## config.mk

```make
export PLATFORM = sky130hd
export DESIGN_NAME = addsub_accum
export DESIGN_NICKNAME = d
export VERILOG_FILES = /design/src/rtl/addsub_accum.sv
export SDC_FILE = /design/constraint.sdc
export NUM_CORES = 1
export LEC_CHECK = 0
export ABC_AREA = 1
export BUFFER_PORTS_ARGS = -buffer_cell sky130_fd_sc_hd__buf_4
export CAP_MARGIN = 20
export CORE_ASPECT_RATIO = 1.5
export CORE_UTILIZATION = 60
export CTS_BUF_LIST = sky130_fd_sc_hd__clkbuf_16
export DETAILED_ROUTE_END_ITERATION = 10
export PLACE_DENSITY_LB_ADDON = 0.12
export SYNTH_ARGS = -nofsm -noshare
export SYNTH_HDL_FRONTEND = slang
export SYNTH_SLANG_ARGS = --single-unit
export TNS_END_PERCENT = 100
```

## constraint.sdc

```tcl
create_clock -name clk -period 4.3 [get_ports clk]
set_input_delay 1.075 -clock clk [delete_from_list [all_inputs] [get_ports clk]]
set_output_delay 1.075 -clock clk [all_outputs]
set_load 0.02 [all_outputs]
```

## src/rtl/addsub_accum.sv

```systemverilog
module addsub_accum #(
  parameter int OP_W  = 8,
  parameter int SUM_W = 32
) (
  input  logic             clk,
  input  logic             rst_n,
  input  logic             clr,
  input  logic             dir,
  input  logic [OP_W-1:0]  operand,
  output logic [SUM_W-1:0] sum
);

  localparam int PAD_W = SUM_W - OP_W;

  typedef enum logic {ST_INIT = 1'b0, ST_RUN = 1'b1} phase_t;

  phase_t            phase_q;
  logic [SUM_W-1:0]  acc_q;
  logic [SUM_W-1:0]  wide_op;
  logic [SUM_W-1:0]  next_acc;

  assign wide_op  = {{PAD_W{1'b0}}, operand};
  assign next_acc = dir ? acc_q + wide_op : acc_q - wide_op;
  assign sum      = acc_q;

  always_ff @(posedge clk or negedge rst_n) begin
    if (!rst_n)               phase_q <= ST_INIT;
    else if (clr)             phase_q <= ST_INIT;
    else                      phase_q <= ST_RUN;
  end

  always_ff @(posedge clk or negedge rst_n) begin
    if (!rst_n)                  acc_q <= '0;
    else if (clr)                acc_q <= '0;
    else if (phase_q == ST_INIT) acc_q <= '0;
    else                         acc_q <= next_acc;
  end


  clr_zero_chk: assert property (@(posedge clk) disable iff (!rst_n)
    clr |=> (sum == '0));


  init_hold_chk: assert property (@(posedge clk) disable iff (!rst_n)
    (phase_q == ST_INIT) |=> (sum == '0));


  clr_to_init_chk: assert property (@(posedge clk) disable iff (!rst_n)
    clr |=> (phase_q == ST_INIT));


  add_step_chk: assert property (@(posedge clk) disable iff (!rst_n)
    (phase_q == ST_RUN && !clr && dir) |=>
      (sum - $past(sum) == {{PAD_W{1'b0}}, $past(operand)}));


  sub_step_chk: assert property (@(posedge clk) disable iff (!rst_n)
    (phase_q == ST_RUN && !clr && !dir) |=>
      ($past(sum) - sum == {{PAD_W{1'b0}}, $past(operand)}));


  always_comb begin
    if (!rst_n) reset_zero_chk: assert (acc_q == '0);
  end

endmodule

```

; Word-level counts from Yosys, hierarchy flattened
; Cells that the tools add are included.
[word_totals]
elab_cells = 8
inputBits = 12
regBits = 33
[op_classes]
n_mux = 4
addsub = 2
[op_table]
columns = op, n
row1 = $mux W32, 3
row2 = $add A32 B8 Y32, 1
row3 = $sub A32 B8 Y32, 1
row4 = $mux W1, 1

; Depth between registers and ports, before layout
; Gate-level depths: netlist of run 1.
[logic_depth]
word_depth = 4
mapped_depth = 18

; Least setup slack after synthesis of run 1
; No wires, ideal clock.
[synth_timing]
kind = input to register
from = in dir
to = reg acc_q[30], in the netlist sum[30]
path_buffers = 1
arrival_time_ns = 3.085
stages = 12
setup_slack_ns = 1.096
setup_time_ns = 0.119
required_time_ns = 4.181
cell_sequence = clkbuf_1 -> inv_1 -> o31ai_1 -> o211ai_1 -> ha_1 -> nand2_2 -> nor2_4 -> and2_4 -> and2_4 -> nand2_2 -> a21oi_1 -> nor2_1
[synth_between]
elab_chain_len = 3
[synth_rtl]
columns = element, line_no
row1 = "start, declared", 8  ; input logic dir,
row2 = $mux W32, 23  ; assign next_acc = dir ? acc_q + wide_op : acc_q - wide_op;
row3 = $mux W32, 35  ; else if (phase_q == ST_INIT) acc_q <= '0;
row4 = $mux W32, 34  ; else if (clr) acc_q <= '0;
row5 = "end signal, assigned", 36  ; else acc_q <= next_acc;
row6 = "end, declared", 18  ; logic [SUM_W-1:0] acc_q;
; No other way between the ends.

; Worst setup path after layout of run 1
[layout_timing]
from = in operand[6]
to = reg acc_q[31], in the netlist sum[31]
[layout_between]
elab_chain_len = 4
word_cells_on_any_way = 5
cone_classes = add/sub (2) / mux (3)
[layout_rtl]
columns = element, line_no
row1 = "start, declared", 9  ; input logic [OP_W-1:0] operand,
row2 = $sub A32 B8 Y32 / $add A32 B8 Y32 (equally long branches), 23
row3 = $mux W32 *, 23
row4 = $mux W32 *, 35
row5 = $mux W32 *, 34
; Every way passes the cells marked *; elsewhere a longest branch is shown, timed or not.

==> impl_metrics.csv, run 1 <==
group,metric,value,unit
run_status,outcome,"completed",
drt,avgViaCountPerCell,5.36,
logic_synthesis,avgSynthCellArea,6.15,µm²
logic_synthesis,synth-xor-area-share,0.0138,
floorplan,start_util,0.621,
global_route,antenna_found_initial,0,
place,io_buffers,43,
drt,vias,3970,
global_route,groute.usage.overall,0.362,
timing,tightestPinTransition,0.832,ns
power,p_sw_frac,0.474,
floorplan,die-area,6680,µm²
timing,period_share,0.807,
drt,ant_nets,0,
logic_synthesis,synth.mux.area_fraction,0,
setup_path,crit_type,"primary input to flip-flop",
setup_path,required,4.46,ns
clock_network,cts-resized-gates,0,
finish,area_growth,13.8,%
logic_synthesis,synth.area.top_cells,"dfrtp_1 22%, nand2_1 20%, ha_1 11%, inv_1 11%, nor2_1 5.2%",
floorplan,core,6130,µm²
global_route,overflow,0,
global_route,grt_start_max_net_pins,34,
power,p_int,0.862,mW
logic_synthesis,ys_types,36,
place,placed_cell_area,4200,µm²
clock_network,cts_root_buf,"clkbuf_16",
global_route,first_global_vias,4007,
power,seq_power_share,0.233,
timing,maxSlewViolCount,0,
clock_network,cts.path.max_buffers,2,
setup_path,critPathLaunchType,"primary input",
logic_synthesis,yosys.area_share.simple,0.422,
logic_synthesis,yosysWarnings,0,
power,p_clk_frac,0.210,
place,dp_slack,0.559,ns
clock_network,clock_latency,0.28,ns
logic_synthesis,synth_compound_area_frac,0.0972,
finish,finish.instance_area,4340,µm²
place,dp_hpwl,9.17,mm
place,routabilityCongestion,0.942,
drt,wl_per_cell,14.8,µm
drt,drc,0,
logic_synthesis,synth_top_area_frac,0.217,
clock_network,hold_buffers,0,
setup_path,end_kind,"flip-flop",
timing,finalWorstSetupSlack,0.831,ns
logic_synthesis,synthCells,619,
hold_path,hold_path_class,"flip-flop to flip-flop",
timing,fin_worst_skew,0.00381,ns
drt,wl,10.9,mm
floorplan,die_h,99.6,µm
timing,fmax,0.288,GHz
clock_network,clk_pin_slew,0.05,ns
setup_path,reg2reg_depth,13,
clock_network,cts_made_buffers,5,
timing,report.final.setup_viol,0,
power,p_total,1.64,mW
logic_synthesis,synth_top_family_by_area,"simple AND/OR/NAND/NOR gates",
logic_synthesis,ys_seq_area_frac,0.217,
power,p_comb_frac,0.557,
clock_network,h-tree-depth,2,
clock_network,cts_setup_buffers,0,
finish,antenna_cells,0,
drt,drt_iter0_markers,229,
power,vdd_ir_drop_max,0.202,mV
finish,fillCellCount,555,
clock_network,clock_sinks,33,
hold_path,hold_depth,2,
logic_synthesis,syn_area,3810,µm²
power,leakage,2.63,nW
timing,period_minus_slack,3.47,ns
clock_network,tritoncts,"yes",
floorplan,die_w,67.1,µm
drt,firstDrtPassIters,5,
timing,tns,0,ns
logic_synthesis,synthAdderAreaFrac,0.120,
finish,nets,714,
job,drv_cap,0,
power,cellPowerDensity,378,nW/µm²
power,netSwitchingPower,0.777,mW
floorplan,core.rowCount,35,
finish,utilization,0.707,
logic_synthesis,ys_ff_latch,33,
setup_path,worstPathMaxFanout,6,
floorplan,pin_count,44,
timing,slew_headroom,0.442,
setup_path,arrival,3.63,ns
global_route,grt_pass1_wl,17.8,mm
timing,grt_setup_unrepaired,"false",
logic_synthesis,synth_nets,667,
logic_synthesis,synth_top_area_cell,"dfrtp_1",
finish,drive_gt1_frac,0.195,
timing,hold_viol,0,
## metal layers
metal / share of wire / routed length [µm] / vias to the layer above / GRT usage
li1: - / - / 1996 / -
met1: 0.36 / 3920 / 1785 / 0.340
met2: 0.54 / 5900 / 133 / 0.669
met3: 0.031 / 342 / 56 / 0.0550
met4: 0.071 / 781 / 0 / 0.270
met5: 0 / 0 / - / 0
## registers in the layout (all words and copies together), names as in the netlist
name and flops:
phase_q 1, sum 32
## synthesized netlist by cell type, drive strengths merged
library cell and instances:
nand2 234, and2 5, nand4 4, ha 35, clkbuf 2, and3 1, inv 124, nand3 32
o211ai 3, a21oi 41, nor3 8, dfrtp 33, o31ai 2, o21a 3, fa 1, o21bai 3
clkinv 1, o21ai 12, xnor2 3, a21o 1, buf 1, xor2 3, nor2 67
## per-stage QoR
stage,hold slack [ns],cells
final,0.524,741
after global routing,0.546,741
after CTS,0.528,741
after detailed placement,0.516,733
after global placement,0.493,733
after floorplan,0.473,619
## power groups by stage
stage / Combinational, mW / Clock, mW / Sequential [mW]
6_report: 0.914 / 0.344 / 0.381
5_1_grt: 1.02 / 0.364 / 0.383
4_1_cts: 0.908 / 0.348 / 0.381
3_5_place_dp: 0.903 / 0 / 0.386
3_3_place_gp: 0.886 / 0 / 0.385
2_1_floorplan: 0.621 / 0 / 0.419
## final cells by class
| cell class | count | area, µm² | area share |
|---|---|---|---|
| Multi-Input combinational cell | 458 | 2490 | 0.574 |
| Sequential cell | 33 | 826 | 0.190 |
| Inverter | 125 | 469 | 0.108 |
| Timing Repair Buffer | 43 | 323 | 0.0744 |
| Clock buffer | 5 | 125 | 0.0289 |
| Tap cell | 74 | 92.6 | 0.0214 |
| Clock inverter | 3 | 11.3 | 0.00260 |
## worst paths after layout
kind                                 start      end  slack, ns
min in group asynchronous            rst_n  sum[27]       0.75
worst min-delay path               phase_q   sum[0]       0.52
worst max-delay path            operand[6]  sum[31]       0.83
max in group asynchronous            rst_n   sum[2]       3.21
worst max register to register      sum[0]  sum[16]       2.04
worst min register to register     phase_q   sum[0]       0.52
## cell families (layout without fill, tap and decap cells)
kind of cell | Yosys count | after routing
compound gates | 65 | 65
xor+xnor | 6 | 6
fa+ha+maj | 36 | 36
buf+inv | 128 | 176
flops | 33 | 33
simple gates | 351 | 351
## critical path: stages
cell      delay, ns
buf_4          0.12
o31ai_1        0.59
o211ai_1       0.40
ha_1           0.52
nand2_1        0.13
nor2_2         0.14
inv_2          0.07
nor3_2         0.16
and2_1         0.17
nand2_2        0.06
a21oi_1        0.12
nor2_1         0.06
## cell usage in the layout, fill, tap and decap left out, types with 5 or more instances in the layout
cell,instances
o21ai_0,10
nor2_1,53
nand3_1,22
a21oi_1,38
clkbuf_16,5
dfrtp_1,33
ha_1,35
inv_2,17
nand2_1,204
nand2_2,28
inv_1,110
nand3_2,10
buf_4,43
nor2_2,12
No activity file was read; power rests on OpenSTA's default activity.
==> run 2, diff against run 1 <==
--- a/config.mk
+++ b/config.mk
@@ -9,7 +9,7 @@
 export BUFFER_PORTS_ARGS = -buffer_cell sky130_fd_sc_hd__buf_4
 export CAP_MARGIN = 20
 export CORE_ASPECT_RATIO = 1.5
-export CORE_UTILIZATION = 60
+export CORE_UTILIZATION = 54
 export CTS_BUF_LIST = sky130_fd_sc_hd__clkbuf_16
 export DETAILED_ROUTE_END_ITERATION = 10
 export PLACE_DENSITY_LB_ADDON = 0.12
==> constraint.sdc (replaced) <==
create_clock -name clk -period 3.1 [get_ports clk]
set_input_delay 0.775 -clock clk [delete_from_list [all_inputs] [get_ports clk]]
set_output_delay 0.775 -clock clk [all_outputs]
set_load 0.02 [all_outputs]
==> run 2 against run 1 <==
Against the previous run: the run now ends with DRC left; non-clock buffer count increased by 4; total power increased by 39%; sequential cell count unchanged; utilization decreased by 6.7 points; critical path depth increased by 2; routed wire length decreased by 3.0%; via count decreased by 2.6%; clock skew decreased by 0.0016 ns; global-route usage decreased by 5.2 points; largest cell class unchanged.
==> impl_metrics.csv, run 2 (synthesis results as in run 1) <==
group,metric,value,unit
place,placed_cell_area,4240,µm²
setup_path,end_kind,"flip-flop",
run_status,outcome,"complete, but fails checks",
timing,fin_worst_skew,0.00224,ns
finish,final_common_cell,"nand2_1",
global_route,groute.usage.overall,0.310,
floorplan,start_util,0.556,
timing,period_share,0.909,
setup_path,cp_slowest_cell,"ha_1",
setup_path,r2r_end,"sum[20]",
setup_path,crit_type,"primary input to flip-flop",
floorplan,die_w,70.6,µm
power,leakage,2.65,nW
finish,nets,718,
clock_network,cts_root_buf,"clkbuf_16",
global_route,grt_pass1_wl,17.4,mm
power,netSwitchingPower,1.08,mW
drt,wl,10.6,mm
global_route,overflow,0,
drt,wl_per_cell,14.2,µm
power,p_int,1.21,mW
setup_path,reg2reg_depth,13,
timing,slew_headroom,0.654,
setup_path,endpoint,"sum[29]",
drt,ant_nets,0,
power,vdd_ir_drop_max,0.264,mV
global_route,antenna_found_initial,0,
drt,avgViaCountPerCell,5.16,
floorplan,pin_count,44,
power,p_comb_frac,0.554,
timing,tightestPinTransition,0.517,ns
drt,drt_iter0_markers,166,
drt,vias,3867,
finish,finish.instance_area,4390,µm²
timing,fmax,0.355,GHz
clock_network,tritoncts,"yes",
clock_network,cts_made_buffers,5,
power,seq_power_share,0.229,
place,routabilityCongestion,0.917,
timing,hold_viol,0,
clock_network,cts.path.max_buffers,2,
setup_path,required,3.27,ns
global_route,grt_start_max_net_pins,34,
timing,period_minus_slack,2.82,ns
clock_network,clock_latency,0.28,ns
setup_path,crit_start,"operand[6]",
timing,worst_hold_slack,0.450,ns
setup_path,critPathMostFrequentCell,"nand2_2",
clock_network,h-tree-depth,2,
run_status,violations,"DRC",
setup_path,r2r_slack,0.97,ns
clock_network,clock_sinks,33,
timing,tns,0,ns
setup_path,r2r-start,"sum[0]",
finish,layout_common_cells,"204 x nand2_1, 107 x inv_1, 53 x nor2_1",
timing,report.final.setup_viol,0,
finish,drive_gt1_frac,0.204,
place,dpl.cell_count,741,
setup_path,arrival,2.99,ns
finish,fin_cells,749,
timing,maxSlewViolCount,0,
clock_network,hold_buffers,0,
floorplan,die_h,105,µm
place,dp_hpwl,8.70,mm
floorplan,core,6850,µm²
floorplan,core.rowCount,37,
drt,drc,4,
global_route,first_global_vias,3913,
setup_path,crit_chain,"buf_4, o31ai_1, buf_4, o211ai_1, ha_1, nand2_2, inv_2, nand2_2, nor3_2, nand2_1, nand2_2, nand2_2, a21oi_1, nor2_1",
finish,area_growth,15.2,%
finish,largest_reg_flops,32,
place,io_buffers,43,
power,p_clk_frac,0.216,
clock_network,clk_pin_slew,0.06,ns
setup_path,slowest_delay,0.48,ns
drt,firstDrtPassIters,7,
floorplan,die-area,7400,µm²
setup_path,worstPathMaxFanout,6,
job,drv_cap,0,
finish,utilization,0.641,
power,p_sw_frac,0.472,
hold_path,hold_path_class,"primary input to asynchronous set/reset pin",
power,cellPowerDensity,520,nW/µm²
timing,grt_setup_unrepaired,"false",
setup_path,critPathLaunchType,"primary input",
finish,antenna_cells,0,
-- run 2: power by group through the flow --
stage / Sequential, mW / Combinational, mW / Clock, mW
after detailed placement: 0.532 / 1.25 / 0
after global routing: 0.527 / 1.43 / 0.517
after floorplan: 0.581 / 0.862 / 0
after global placement: 0.531 / 1.24 / 0
after CTS: 0.524 / 1.26 / 0.499
final: 0.524 / 1.26 / 0.493
-- run 2: layout make-up --
class	instances	area, µm²
Clock buffer	5	125
Clock inverter	3	12.5
Fill cell	659	2460
Inverter	125	469
Multi-Input combinational cell	458	2510
Sequential cell	33	826
Tap cell	78	97.6
Timing Repair Buffer	47	353
-- run 2: how the worst min path moves through the flow --
stage            start  endpoint  slack, ns
2_1_floorplan  phase_q    sum[0]       0.47
3_3_place_gp   phase_q    sum[0]       0.49
3_5_place_dp   phase_q    sum[0]       0.50
4_1_cts          rst_n   sum[15]       0.47
6_report         rst_n   sum[27]       0.45
5_1_grt          rst_n   sum[27]       0.49
-- run 2: worst max-delay path, delay by kind of cell --
| family | cells | cell delay [ns] |
|---|---|---|
| AOI/OAI and AO/OA | 3 | 0.63 |
| buffers and inverters | 3 | 0.43 |
| adders and majority gates | 1 | 0.48 |
| and+or+nand+nor | 7 | 0.67 |
-- run 2: stage by stage --
step	power (mW)	worst slack (ns)
final	2.28	0.282
after floorplan	1.44	0.196
after global routing	2.47	0.0208
after global placement	1.77	-0.0776
after detailed placement	1.79	-0.122
after CTS	2.29	0.164
-- run 2: repair_timing --
item	4_1_cts	5_1_grt
buffers inserted	0	0
setup endpoints to repair	0	20
resized for setup	0	3
-- run 2: metal layers --
layer,part of all wire,wire length (µm),track usage,vias up
met4,0.069,731,0.223,0
met3,0.037,396,0.0501,47
met2,0.53,5650,0.585,103
met1,0.36,3830,0.296,1711
met5,0,0,0,-
li1,-,-,-,2006
